--- src/rtl/tbr_pkg.sv ---
// Shared field positions, codes and sanitising functions for the table base register.
// Assumes a fixed 64-bit register layout; only the variant masks differ.
package tbr_pkg;
    localparam int REG_W   = 64;
    localparam int HALF_W  = REG_W / 2;
    localparam int BYTES   = REG_W / 8;
    localparam int OFF_W   = $clog2(BYTES);
    localparam int LEN_W   = OFF_W + 1;

    localparam int SH_LO   = 10;
    localparam int IC_LO   = 7;
    localparam int OC_LO   = 56;
    localparam int ZF_BIT  = 62;

    localparam logic [1:0] SH_INNER = 2'd1;
    localparam logic [1:0] SH_OUTER = 2'd2;
    localparam logic [2:0] IC_NCNB  = 3'd0;
    localparam logic [2:0] IC_NC    = 3'd1;
    localparam logic [2:0] IC_RAWB  = 3'd7;
    localparam logic [2:0] OC_SAME  = 3'd0;
    localparam logic [2:0] OC_NC    = 3'd1;

    localparam logic [REG_W-1:0] PROP_RES0 = 64'hF8F0_0000_0000_0060;
    localparam logic [REG_W-1:0] PEND_RES0 = 64'hB8F0_0000_0000_F07F;

    // Outer shareable becomes inner shareable.
    function automatic logic [1:0] fix_share(input logic [1:0] c);
        return (c == SH_OUTER) ? SH_INNER : c;
    endfunction

    // Any non-cacheable inner code becomes read-allocate write-back.
    function automatic logic [2:0] fix_inner(input logic [2:0] c);
        return (c == IC_NCNB || c == IC_NC) ? IC_RAWB : c;
    endfunction

    // Only same-as-inner and non-cacheable survive on the outer side.
    function automatic logic [2:0] fix_outer(input logic [2:0] c);
        return (c == OC_SAME || c == OC_NC) ? c : OC_SAME;
    endfunction
endpackage

--- src/rtl/tbr_merge.sv ---
// Merges write data into the stored register: the full word or one 32-bit half.
// Assumes the caller only uses the result when a write is accepted.
module tbr_merge
    import tbr_pkg::*;
(
    input  logic [REG_W-1:0] cur,
    input  logic [REG_W-1:0] wdata,
    input  logic             wide,
    input  logic             hi,
    output logic [REG_W-1:0] merged
);
    // Pick whole-word or half-word replacement.
    always_comb begin
        if (wide)
            merged = wdata;
        else if (hi)
            merged = {wdata[HALF_W-1:0], cur[HALF_W-1:0]};
        else
            merged = {cur[REG_W-1:HALF_W], wdata[HALF_W-1:0]};
    end
endmodule

--- src/rtl/tbr_sanitise.sv ---
// Rewrites disallowed shareability/cacheability codes and clears reserved bits.
// PEND_VARIANT picks the reserved mask; the function is idempotent.
module tbr_sanitise
    import tbr_pkg::*;
#(
    parameter bit PEND_VARIANT = 1'b0
) (
    input  logic [REG_W-1:0] raw,
    output logic [REG_W-1:0] clean
);
    logic [REG_W-1:0] res0;
    logic [REG_W-1:0] remapped;

    generate
        if (PEND_VARIANT) begin : g_pend
            assign res0 = PEND_RES0;
        end else begin : g_prop
            assign res0 = PROP_RES0;
        end
    endgenerate

    // Replace the three attribute fields with their legal versions.
    always_comb begin
        remapped = raw;
        remapped[SH_LO+:2] = fix_share(raw[SH_LO+:2]);
        remapped[IC_LO+:3] = fix_inner(raw[IC_LO+:3]);
        remapped[OC_LO+:3] = fix_outer(raw[OC_LO+:3]);
    end

    assign clean = remapped & ~res0;
endmodule

--- src/rtl/tbr_read.sv ---
// Byte-slice read port: hides the zero-fill flag in the pending layout, then
// returns rd_len bytes from byte offset rd_off, zero-extended.
module tbr_read
    import tbr_pkg::*;
#(
    parameter bit PEND_VARIANT = 1'b0
) (
    input  logic [REG_W-1:0] stored,
    input  logic [OFF_W-1:0] off,
    input  logic [LEN_W-1:0] len,
    output logic [REG_W-1:0] data
);
    logic [REG_W-1:0] vis;
    logic [REG_W-1:0] shifted;
    logic [LEN_W-1:0] len_eff;

    generate
        if (PEND_VARIANT) begin : g_hide
            always_comb begin
                vis = stored;
                vis[ZF_BIT] = 1'b0;
            end
        end else begin : g_plain
            assign vis = stored;
        end
    endgenerate

    assign shifted = vis >> {off, 3'b000};
    assign len_eff = (len > LEN_W'(BYTES)) ? LEN_W'(BYTES) : len;

    generate
        for (genvar b = 0; b < BYTES; b++) begin : g_byte
            assign data[b*8+:8] = (LEN_W'(b) < len_eff) ? shifted[b*8+:8] : 8'h00;
        end
    endgenerate
endmodule

--- src/rtl/tbr_table_base.sv ---
// Sanitising 64-bit table base register. Accepts full or half writes when
// lpi_en is low, sanitises every accepted write and serves byte-slice reads.
// Assumes wr_hi is ignored for full-width writes.
module tbr_table_base
    import tbr_pkg::*;
#(
    parameter bit PEND_VARIANT = 1'b0
) (
    input  logic                clk,
    input  logic                rst_n,
    input  logic                wr_en,
    input  logic                wr_wide,
    input  logic                wr_hi,
    input  logic [REG_W-1:0]    wr_data,
    input  logic                lpi_en,
    input  logic [OFF_W-1:0]    rd_off,
    input  logic [LEN_W-1:0]    rd_len,
    output logic [REG_W-1:0]    rd_data
);
    logic [REG_W-1:0] stored;
    logic [REG_W-1:0] merged;
    logic [REG_W-1:0] clean;
    logic             take;

    assign take = wr_en && !lpi_en;

    tbr_merge u_merge (
        .cur    (stored),
        .wdata  (wr_data),
        .wide   (wr_wide),
        .hi     (wr_hi),
        .merged (merged)
    );

    tbr_sanitise #(.PEND_VARIANT(PEND_VARIANT)) u_san (
        .raw   (merged),
        .clean (clean)
    );

    // Register update: clear on reset, load sanitised word on an accepted write.
    always_ff @(posedge clk) begin
        if (!rst_n)
            stored <= '0;
        else if (take)
            stored <= clean;
    end

    tbr_read #(.PEND_VARIANT(PEND_VARIANT)) u_read (
        .stored (stored),
        .off    (rd_off),
        .len    (rd_len),
        .data   (rd_data)
    );

    assert_lo_half_R1: assert property (@(posedge clk) disable iff (!rst_n)
        (take && !wr_wide && !wr_hi) |=> (stored[63:32] == $past(stored[63:32]))
                                         && (stored[31:16] == $past(wr_data[31:16])));
    assert_hi_half_R1: assert property (@(posedge clk) disable iff (!rst_n)
        (take && !wr_wide && wr_hi) |=> stored[51:32] == $past(wr_data[19:0]));
    assert_full_R2: assert property (@(posedge clk) disable iff (!rst_n)
        (take && wr_wide) |=> stored[51:16] == $past(wr_data[51:16]));
    assert_blocked_R3: assert property (@(posedge clk) disable iff (!rst_n)
        (wr_en && lpi_en) |=> $stable(stored));
    assert_share_R4: assert property (@(posedge clk) disable iff (!rst_n)
        stored[SH_LO+:2] != SH_OUTER);
    assert_inner_R5: assert property (@(posedge clk) disable iff (!rst_n)
        take |=> stored[IC_LO+:3] > IC_NC);
    assert_outer_R6: assert property (@(posedge clk) disable iff (!rst_n)
        stored[OC_LO+:3] <= OC_NC);
    assert_rdlen0_R10: assert property (@(posedge clk) disable iff (!rst_n)
        (rd_len == '0) |-> (rd_data == '0));

    generate
        if (PEND_VARIANT) begin : g_chk_pend
            assert_res0_R8: assert property (@(posedge clk) disable iff (!rst_n)
                (stored & PEND_RES0) == '0);
            assert_zf_hidden_R9: assert property (@(posedge clk) disable iff (!rst_n)
                (rd_off == 3'd0 && rd_len >= 4'd8) |-> !rd_data[ZF_BIT]);
        end else begin : g_chk_prop
            assert_res0_R7: assert property (@(posedge clk) disable iff (!rst_n)
                (stored & PROP_RES0) == '0);
        end
    endgenerate
endmodule

--- config.mk ---
export PLATFORM = sky130hd
export DESIGN_NAME = tbr_table_base
export DESIGN_NICKNAME = d
export VERILOG_FILES = /design/src/rtl/tbr_pkg.sv /design/src/rtl/tbr_merge.sv /design/src/rtl/tbr_sanitise.sv /design/src/rtl/tbr_read.sv /design/src/rtl/tbr_table_base.sv
export SDC_FILE = /design/constraint.sdc
export NUM_CORES = 1
export LEC_CHECK = 0
export BUFFER_PORTS_ARGS = -buffer_cell sky130_fd_sc_hd__buf_2
export CAP_MARGIN = 40
export CORE_ASPECT_RATIO = 1.2
export CORE_MARGIN = 1.5
export CORE_UTILIZATION = 45
export DETAILED_ROUTE_END_ITERATION = 7
export GPL_TIMING_DRIVEN = 0
export PLACE_DENSITY = 0.74
export SYNTH_ARGS = -nofsm -noshare
export SYNTH_HDL_FRONTEND = slang
export SYNTH_SLANG_ARGS = --single-unit
--- constraint.sdc ---
create_clock -name clk -period 1.9 [get_ports clk]
set_input_delay 0.38 -clock clk [delete_from_list [all_inputs] [get_ports clk]]
set_output_delay 0.38 -clock clk [all_outputs]
set_load 0.005 [all_outputs]
; Word level (Yosys, flattened, before mapping)
; Index checks and enable logic that the tools add are counted.
[totals]
register_bits = 53
inputBits = 77
wordCells = 40
[classes]
n_mux = 14
magnitude_cmp = 9
shifts = 1
eq_ne = 4
n_reduce_logical = 9
[op_table]
columns = operator, n
row1 = 2-to-1 mux 59 bit, 2
row2 = 2-to-1 mux 8 bit, 8
row3 = right shift 59 x 6 -> 64 bit, 1
row4 = "< comparator 3 x 4 -> 1 bit, first input constant", 4
row5 = "< comparator 1 x 4 -> 1 bit, first input constant", 2
row6 = "< comparator 2 x 4 -> 1 bit, first input constant", 2
row7 = "equality test 3 x 1 -> 1 bit, second input constant", 2
row8 = logical NOT 3 bit, 2
row9 = 2-to-1 mux 3 bit, 2
row10 = "> comparator 4 bit, second input constant", 1
row11 = 2-to-1 mux 4 bit, 1
row12 = AND reduction 2 bit, 2
row13 = "equality test 2 bit, second input constant", 1
row14 = logical OR 1 bit, 2
row15 = 2-to-1 mux 2 bit, 1
row16 = "!= test 2 bit, second input constant", 1
row17 = nonzero test 2 bit, 1
row18 = logical AND 1 bit, 1
row19 = logical NOT 1 bit, 1

; Longest topological paths before layout
; Gate-level depths: netlist (run 1).
[depth]
ltp_word = 5
depth_mapped = 7
mapped_depth_nobuf = 4

; Cells and area by module
; Synthesis (run 1) repeated with hierarchy kept, for this count alone.
[unflattened]
cells_unflattened = 748
area_unflattened_um2 = 6374.9
[by_module_without_submodules]
columns = mod, seq_area_each_um2, cells_per_inst, area_each_um2, n_inst
row1 = tbr_table_base, 1281.2, 278, 2720.1, 1
row2 = tbr_read, 0.0, 261, 1981.9, 1
row3 = tbr_merge, 0.0, 144, 1192.4, 1
row4 = tbr_sanitise, 0.0, 65, 480.5, 1

; Worst setup path before layout (run 1)
; No wires, ideal clock.
[synth_timing]
path_kind = input to output
start = input rd_off[1]
end = output rd_data[48]
slack_ns = 0.243
stages = 5
arrival_time_ns = 1.277
n_path_buf = 3
path_cell_list = buf_6 buf_6 buf_6 or3_4 nor2_1
[synth_between]
elab_chain_cells = 2
[synth_lines]
columns = item, line
row1 = from (decl), tbr_table_base.sv:16  ; input logic [OFF_W-1:0] rd_off,
row2 = right shift 59 x 6 -> 64 bit, tbr_read.sv:28  ; assign shifted = vis >> {off, 3'b000};
row3 = 2-to-1 mux 8 bit, tbr_read.sv:33  ; assign data[b*8+:8] = (LEN_W'(b) < len_eff) ? shifted[b*8+:8] : 8'h00;
row4 = to (decl), tbr_table_base.sv:18  ; output logic [REG_W-1:0] rd_data
; Every way passes these cells.

; Worst setup path after layout (run 1)
[layout_timing]
start = register stored[43]
end = output rd_data[19]
[layout_between]
elab_chain_cells = 2
[layout_lines]
columns = item, line
row1 = from (decl), tbr_table_base.sv:20  ; logic [REG_W-1:0] stored;
row2 = from (signal assigned), tbr_table_base.sv:45  ; stored <= clean;
row3 = right shift 59 x 6 -> 64 bit, tbr_read.sv:28
row4 = 2-to-1 mux 8 bit, tbr_read.sv:33
; Every way passes these cells.

==> metrics, run 1 <==
largest family of logic cells by synthesized area=compound AO/OA/AOI/OAI gates; Multi-input gate area=2630 sq um; total vias in the final route=4,304; core area=8200 sq um; max reg flops=53; Critical Path Max Stage Delay=0.45 ns; vias per cell=5.69; status=complete, but fails checks; # diodes=0; critical path class=register to output port; CTS tree=done; setup ws final=-0.0774 ns; PD cells=516 nW/um^2; drt pass-1 iters=5; non-filler cells, final=756; TritonCTS buffer count=5; multiplexer share of the synthesized area=0.162; reg2reg start=stored[9]; Setup crit end kind=output port; top_reg_cell synth=dfxtp_1; Synth Area in Compound Gates=0.265; DP Cell Count=738; worst-path maximum fanout=2; I/O Pins=141; Final period util=1.04; DRC=0; antenna violations before repair=0; Max Root-Sink Buffers=2; Worst R2R Path Depth=3; HP Class=primary input to register; # port buffers=119; Synth Instances=497; type of origin of the critical path=register; total power=2.62 mW; syn avg cell area=7.73 sq um; total congestion overflow=0; Worst-path clk slew=0.09 ns; post-synth top area share=0.276; WL/cell=18.0 um; post-route ant nets=0; vias in the first global route=4,085; skew final=0.00296 ns; final hold viol count=0; Final Critical Period=1.98 ns; Initial Util=0.469; peak supply drop=0.000522 V; Total Nets Final=720; HPWL Detailed=10.6 mm; Area Overhead vs Synth=32.0%; Least-Margin Pin Slew=0.601 ns; # clock sinks=53; Final TNS setup=-0.332 ns; Root Driver=clkbuf_8; Die Wd=87.4 um; WP data required=1.52 ns; ys async rst share=0; all-layer global routing usage=0.296; Setup Viol. Count Final=9; DIE AREA=9100 sq um; FP Rows=36; share of cells above drive strength 1=0.399; hold path depth=3; synthesized-area fraction occupied by adder cells=0; Worst slew margin=0.599; mapped cell area=3840 sq um; top flop regs=stored (53); worst path cell trace=mux4_2 > and2_4 > a31oi_4 > nor2_2 > buf_2; register area share after synthesis=0.276; CP arrival=1.60 ns; r2r endpoint=stored[7]; Slew Viols, Final=0; Layout fillers=778; H-tree levels=2; top post-synthesis cells by area=dfxtp_1, mux2i_1, a21oi_1; synth unique cells=47; Max Cap Viol=0; post-synthesis xor/xnor area fraction=0; Yosys Warn Count=0; Leak=2.21 nW; r2r setup slk=0.88 ns; hold_sp=wr_data[27]; Storage cell area=1070 sq um; failing checks=setup timing; worst skew pair latency=0.30 ns; Fmax achieved=506 MHz; CP top delay family=multiplexers; final WL=13.6 mm; Post-Synth Simple-Gate Area=0.200; Yosys reg bits=53; Die Y=104 um; Placer Congestion=0.944; cell taking the most area after synthesis=dfxtp_1; RSZ-0062 raised after global routing=yes; largest net degree at the start of global routing=15; hold worst-path end=stored[27]; Reg with most FFs=stored; first-pass GRT wire length=21.1 mm; WP buf/inv=1; number of enable flip-flop cells after synthesis=0; DRT iter0 DRCs=306; Slowest cell on crit path=mux4_2
==> worst max-delay path by stage <==
stage | start | cells past startpoint | to | slack (ns)
floorplan | rd_off[1] | 5 | rd_data[48] | 0.24
global placement | rd_off[2] | 6 | rd_data[27] | -0.18
detailed placement | rd_off[2] | 7 | rd_data[10] | -0.17
CTS | stored[43] | 5 | rd_data[19] | -0.07
global route | stored[43] | 5 | rd_data[19] | -0.12
finish | stored[43] | 5 | rd_data[19] | -0.08
==> layout make-up <==
type / count / area share
flip-flops and latches: 53 / 0.212
inverters: 10 / 0.00814
clock inverters: 1 / 0.000987
plain buffers: 49 / 0.0757
clock buffers: 5 / 0.0136
well taps: 114 / 0.0281
multi-input cells: 392 / 0.518
repair buffers: 132 / 0.144
==> what timing repair did <==
item,in CTS,in global routing
gates resized for setup,30,45
buffers inserted,6,5
pin swaps,3,11
hold buffers,0,0
gates cloned,0,2
endpoints found under the setup margin,40,30
==> Yosys cell counts (2+ instances only) <==
cell       n
nand2_1   64
dfxtp_1   53
a21oi_1   50
nor2_1    49
o21ai_0   39
mux2i_1   28
a21boi_0  24
o22ai_1   22
buf_2     15
buf_4     14
mux2_2    13
a211oi_1  12
and3_1    11
nor2b_1   11
buf_6     10
clkbuf_1  10
inv_1     10
mux4_2     8
nand2b_1   7
nor3_1     5
or2_2      5
a31oi_1    3
nand3_1    3
o32ai_1    3
a221oi_2   2
a22oi_1    2
nor4b_1    2
o211ai_1   2
o21ai_1    2
==> worst register-to-register path: cells and delay by family, from the launching register on <==
kind | cells | cell delay (ns)
multiplexers | 1 | 0.25
AND/OR/NAND/NOR | 1 | 0.15
AO/OA/AOI/OAI | 1 | 0.19
flip-flops | 1 | 0.37
==> stage by stage <==
stage	utilization	instance area, sq um	hold WS (ns)	worst slack [ns]
4_1_cts	0.587	4810	0.306	-0.0656
3_3_place_gp	0.562	4610	0.452	-0.183
3_5_place_dp	0.562	4610	0.459	-0.173
2_1_floorplan	-	3870	0.435	0.243
5_1_grt	0.619	5070	0.317	-0.125
6_report	0.619	5070	0.307	-0.0774
==> routing by layer <==
metal / vias to the layer above / GRT usage / share of wire
li1: 2051 / - / -
met1: 1997 / 0.402 / 0.43
met2: 229 / 0.492 / 0.48
met3: 27 / 0.0317 / 0.071
met4: 0 / 0.0816 / 0.018
met5: - / 0 / 0
==> cells in the final DEF (no fill, tap or decap), drive strengths merged, types with 5 or more instances in the layout <==
| cell | instances |
|---|---|
| a211oi | 12 |
| inv | 9 |
| a21boi | 25 |
| buf | 168 |
| mux2i | 28 |
| o21ai | 41 |
| nor3 | 5 |
| clkbuf | 18 |
| and3 | 11 |
| nor2 | 50 |
| o22ai | 22 |
| mux4 | 8 |
| nand2 | 65 |
| nor2b | 12 |
| dfxtp | 53 |
| or2 | 5 |
| nand2b | 7 |
| a21oi | 51 |
| mux2 | 14 |
| conb | 9 |
==> cell families (layout without fill, tap and decap cells) <==
group                  count (synthesis)  after routing
AO/OA/AOI/OAI                        167            167
buffers and inverters                 60            197
multiplexers                          50             50
AND/OR/NAND/NOR                      166            166
flip-flops                            53             53
other                                  1              9
==> report_power, final <==
| group | switching (mW) | leakage [nW] | internal, mW |
|---|---|---|---|
| Clock | 0.351 | 0.0399 | 0.244 |
| Sequential | 0.0762 | 0.438 | 1.17 |
| Combinational | 0.414 | 1.73 | 0.364 |
No activity file was read; power rests on OpenSTA's default activity.
==> run 2, diff against run 1 <==
Settings changed: PLACE_DENSITY 0.74 to not set, PLACE_DENSITY_LB_ADDON set to 0.2.
==> metrics, run 2 (synthesis results as in run 1) <==
CP arrival=1.58 ns (was 1.60 ns); Root Driver=clkbuf_8 (unchanged); Initial Util=0.469 (unchanged); total vias in the final route=4,253 (was 4,304); Area Overhead vs Synth=29.7% (was 32.0%); Die Wd=87.4 um (unchanged); # port buffers=119 (unchanged); total congestion overflow=0 (unchanged); Max Root-Sink Buffers=2 (unchanged); hold_buf cts=0 (unchanged); # diodes=0 (unchanged); peak supply drop=0.000475 V (was 0.000522 V); core area=8200 sq um (unchanged); # clock sinks=53 (unchanged); met3 usage in global routing=0.0262 (was 0.0317); drt pass-1 iters=4 (was 5); commonest non-fill, non-tap cell in the layout=buf_2 (unchanged); largest net degree at the start of global routing=17 (was 15); Final TNS setup=-0.102 ns (was -0.332 ns); worst skew pair latency=0.31 ns (was 0.30 ns); top flop regs=stored (53) (unchanged); type of origin of the critical path=register (unchanged); Max Cap Viol=0 (unchanged); Finished Core Util=0.608 (was 0.619); Setup crit end kind=output port (unchanged); hold worst-path end=stored[27] (unchanged); H-tree levels=2 (unchanged); CTS tree=done (unchanged); skew final=0.00916 ns (was 0.00296 ns); setup ws final=-0.0638 ns (was -0.0774 ns); DIE AREA=9100 sq um (unchanged); worst slack, placed=-0.208 ns (was -0.173 ns); antenna violations before repair=0 (unchanged); hold_sp=wr_data[27] (unchanged); Fmax achieved=509 MHz (was 506 MHz); Placer Congestion=0.918 (was 0.944); first-pass GRT wire length=20.7 mm (was 21.1 mm); failing checks=setup timing (unchanged); Leak=2.20 nW (was 2.21 nW); r2r endpoint=stored[7] (unchanged); reg2reg start=stored[9] (unchanged); Die Y=104 um (unchanged); vias in the first global route=3,939 (was 4,085); DRT iter0 DRCs=307 (was 306); Worst-path clk slew=0.09 ns (about the same); WL/cell=17.6 um (was 18.0 um); hold path depth=3 (unchanged); Least-Margin Pin Slew=0.598 ns (was 0.601 ns); Reg with most FFs=stored (unchanged); final WL=13.3 mm (was 13.6 mm); Setup Viol. Count Final=3 (was 9); HPWL Detailed=10.4 mm (was 10.6 mm); final hold viol count=0 (unchanged); RSZ-0062 raised after global routing=yes (unchanged); GR peak layer=met2 (unchanged); met1 Use GR=0.401 (was 0.402); critical path class=register to output port (unchanged); met2 Use GR=0.481 (was 0.492); most frequent cells in the layout=buf_2, nand2_1, nor2_1 (was buf_2, nand2_1, a21oi_1); HP Class=primary input to register (unchanged); vias per cell=5.63 (was 5.69); Final period util=1.03 (was 1.04); total power=2.76 mW (was 2.62 mW); PD cells=554 nW/um^2 (was 516 nW/um^2); Worst slew margin=0.599 (about the same); TritonCTS buffer count=5 (unchanged); max reg flops=53 (unchanged); status=complete, but fails checks (unchanged); Total Nets Final=717 (was 720); share of cells above drive strength 1=0.368 (was 0.399); I/O Pins=141 (unchanged); FP Rows=36 (unchanged); DRC=0 (unchanged); non-filler cells, final=755 (was 756); Worst R2R Path Depth=3 (unchanged); r2r setup slk=0.90 ns (was 0.88 ns); DP Cell Count=738 (unchanged); worst-path maximum fanout=2 (unchanged); all-layer global routing usage=0.292 (was 0.296); Slew Viols, Final=0 (unchanged); post-route ant nets=0 (unchanged); Final Critical Period=1.96 ns (was 1.98 ns); WP data required=1.52 ns (about the same)
==> run 2: how the worst max path moves through the flow <==
stage | from | slack [ns] | endpoint | cells after the start
floorplan | rd_off[1] | 0.24 | rd_data[48] | 5
global placement | rd_len[1] | -0.20 | rd_data[22] | 5
detailed placement | rd_len[1] | -0.21 | rd_data[21] | 5
CTS | stored[43] | -0.06 | rd_data[19] | 5
global route | stored[27] | -0.15 | rd_data[19] | 5
finish | stored[43] | -0.06 | rd_data[19] | 5
==> run 2: area by class of cell <==
class                           count  area, sq um
Clock inverter                      2         38.8
Sequential cell                    53         1070
Buffer                             49          374
Clock buffer                        6         72.6
Inverter                           10         41.3
Tap cell                          114          143
Fill cell                         781         3210
Multi-Input combinational cell    392         2550
Timing Repair Buffer              129          691
==> run 2: metal layers <==
layer / vias to the layer above / share of wire
li1: 2048 / -
met2: 187 / 0.48
met3: 21 / 0.064
met5: - / 0
met1: 1997 / 0.44
met4: 0 / 0.017
==> run 2: metrics by stage <==
step	hold slack [ns]	instance area (sq um)
6_report	0.311	4980
5_1_grt	0.320	4980
4_1_cts	0.304	4860
3_5_place_dp	0.461	4610
3_3_place_gp	0.452	4610
2_1_floorplan	0.435	3870
==> run 2: where the power goes <==
part / internal (mW) / switching (mW) / total [mW]
Sequential: 1.17 / 0.0727 / 1.24
Combinational: 0.350 / 0.398 / 0.749
Clock: 0.396 / 0.378 / 0.774
Total: 1.92 / 0.848 / 2.76
==> run 2: timing repair <==
item / 4_1_cts / 5_1_grt
resized for setup: 28 / 27
setup endpoints to repair: 36 / 31
setup buffers: 7 / 2
cloned: 0 / 1
pin swaps: 2 / 6
==> run 2: critical path, stage by stage, from the launching register on <==
cell	delay, ns
dfxtp_2	0.34
mux4_2	0.47
and2_4	0.15
a31oi_1	0.13
nor2_1	0.05
buf_2	0.14
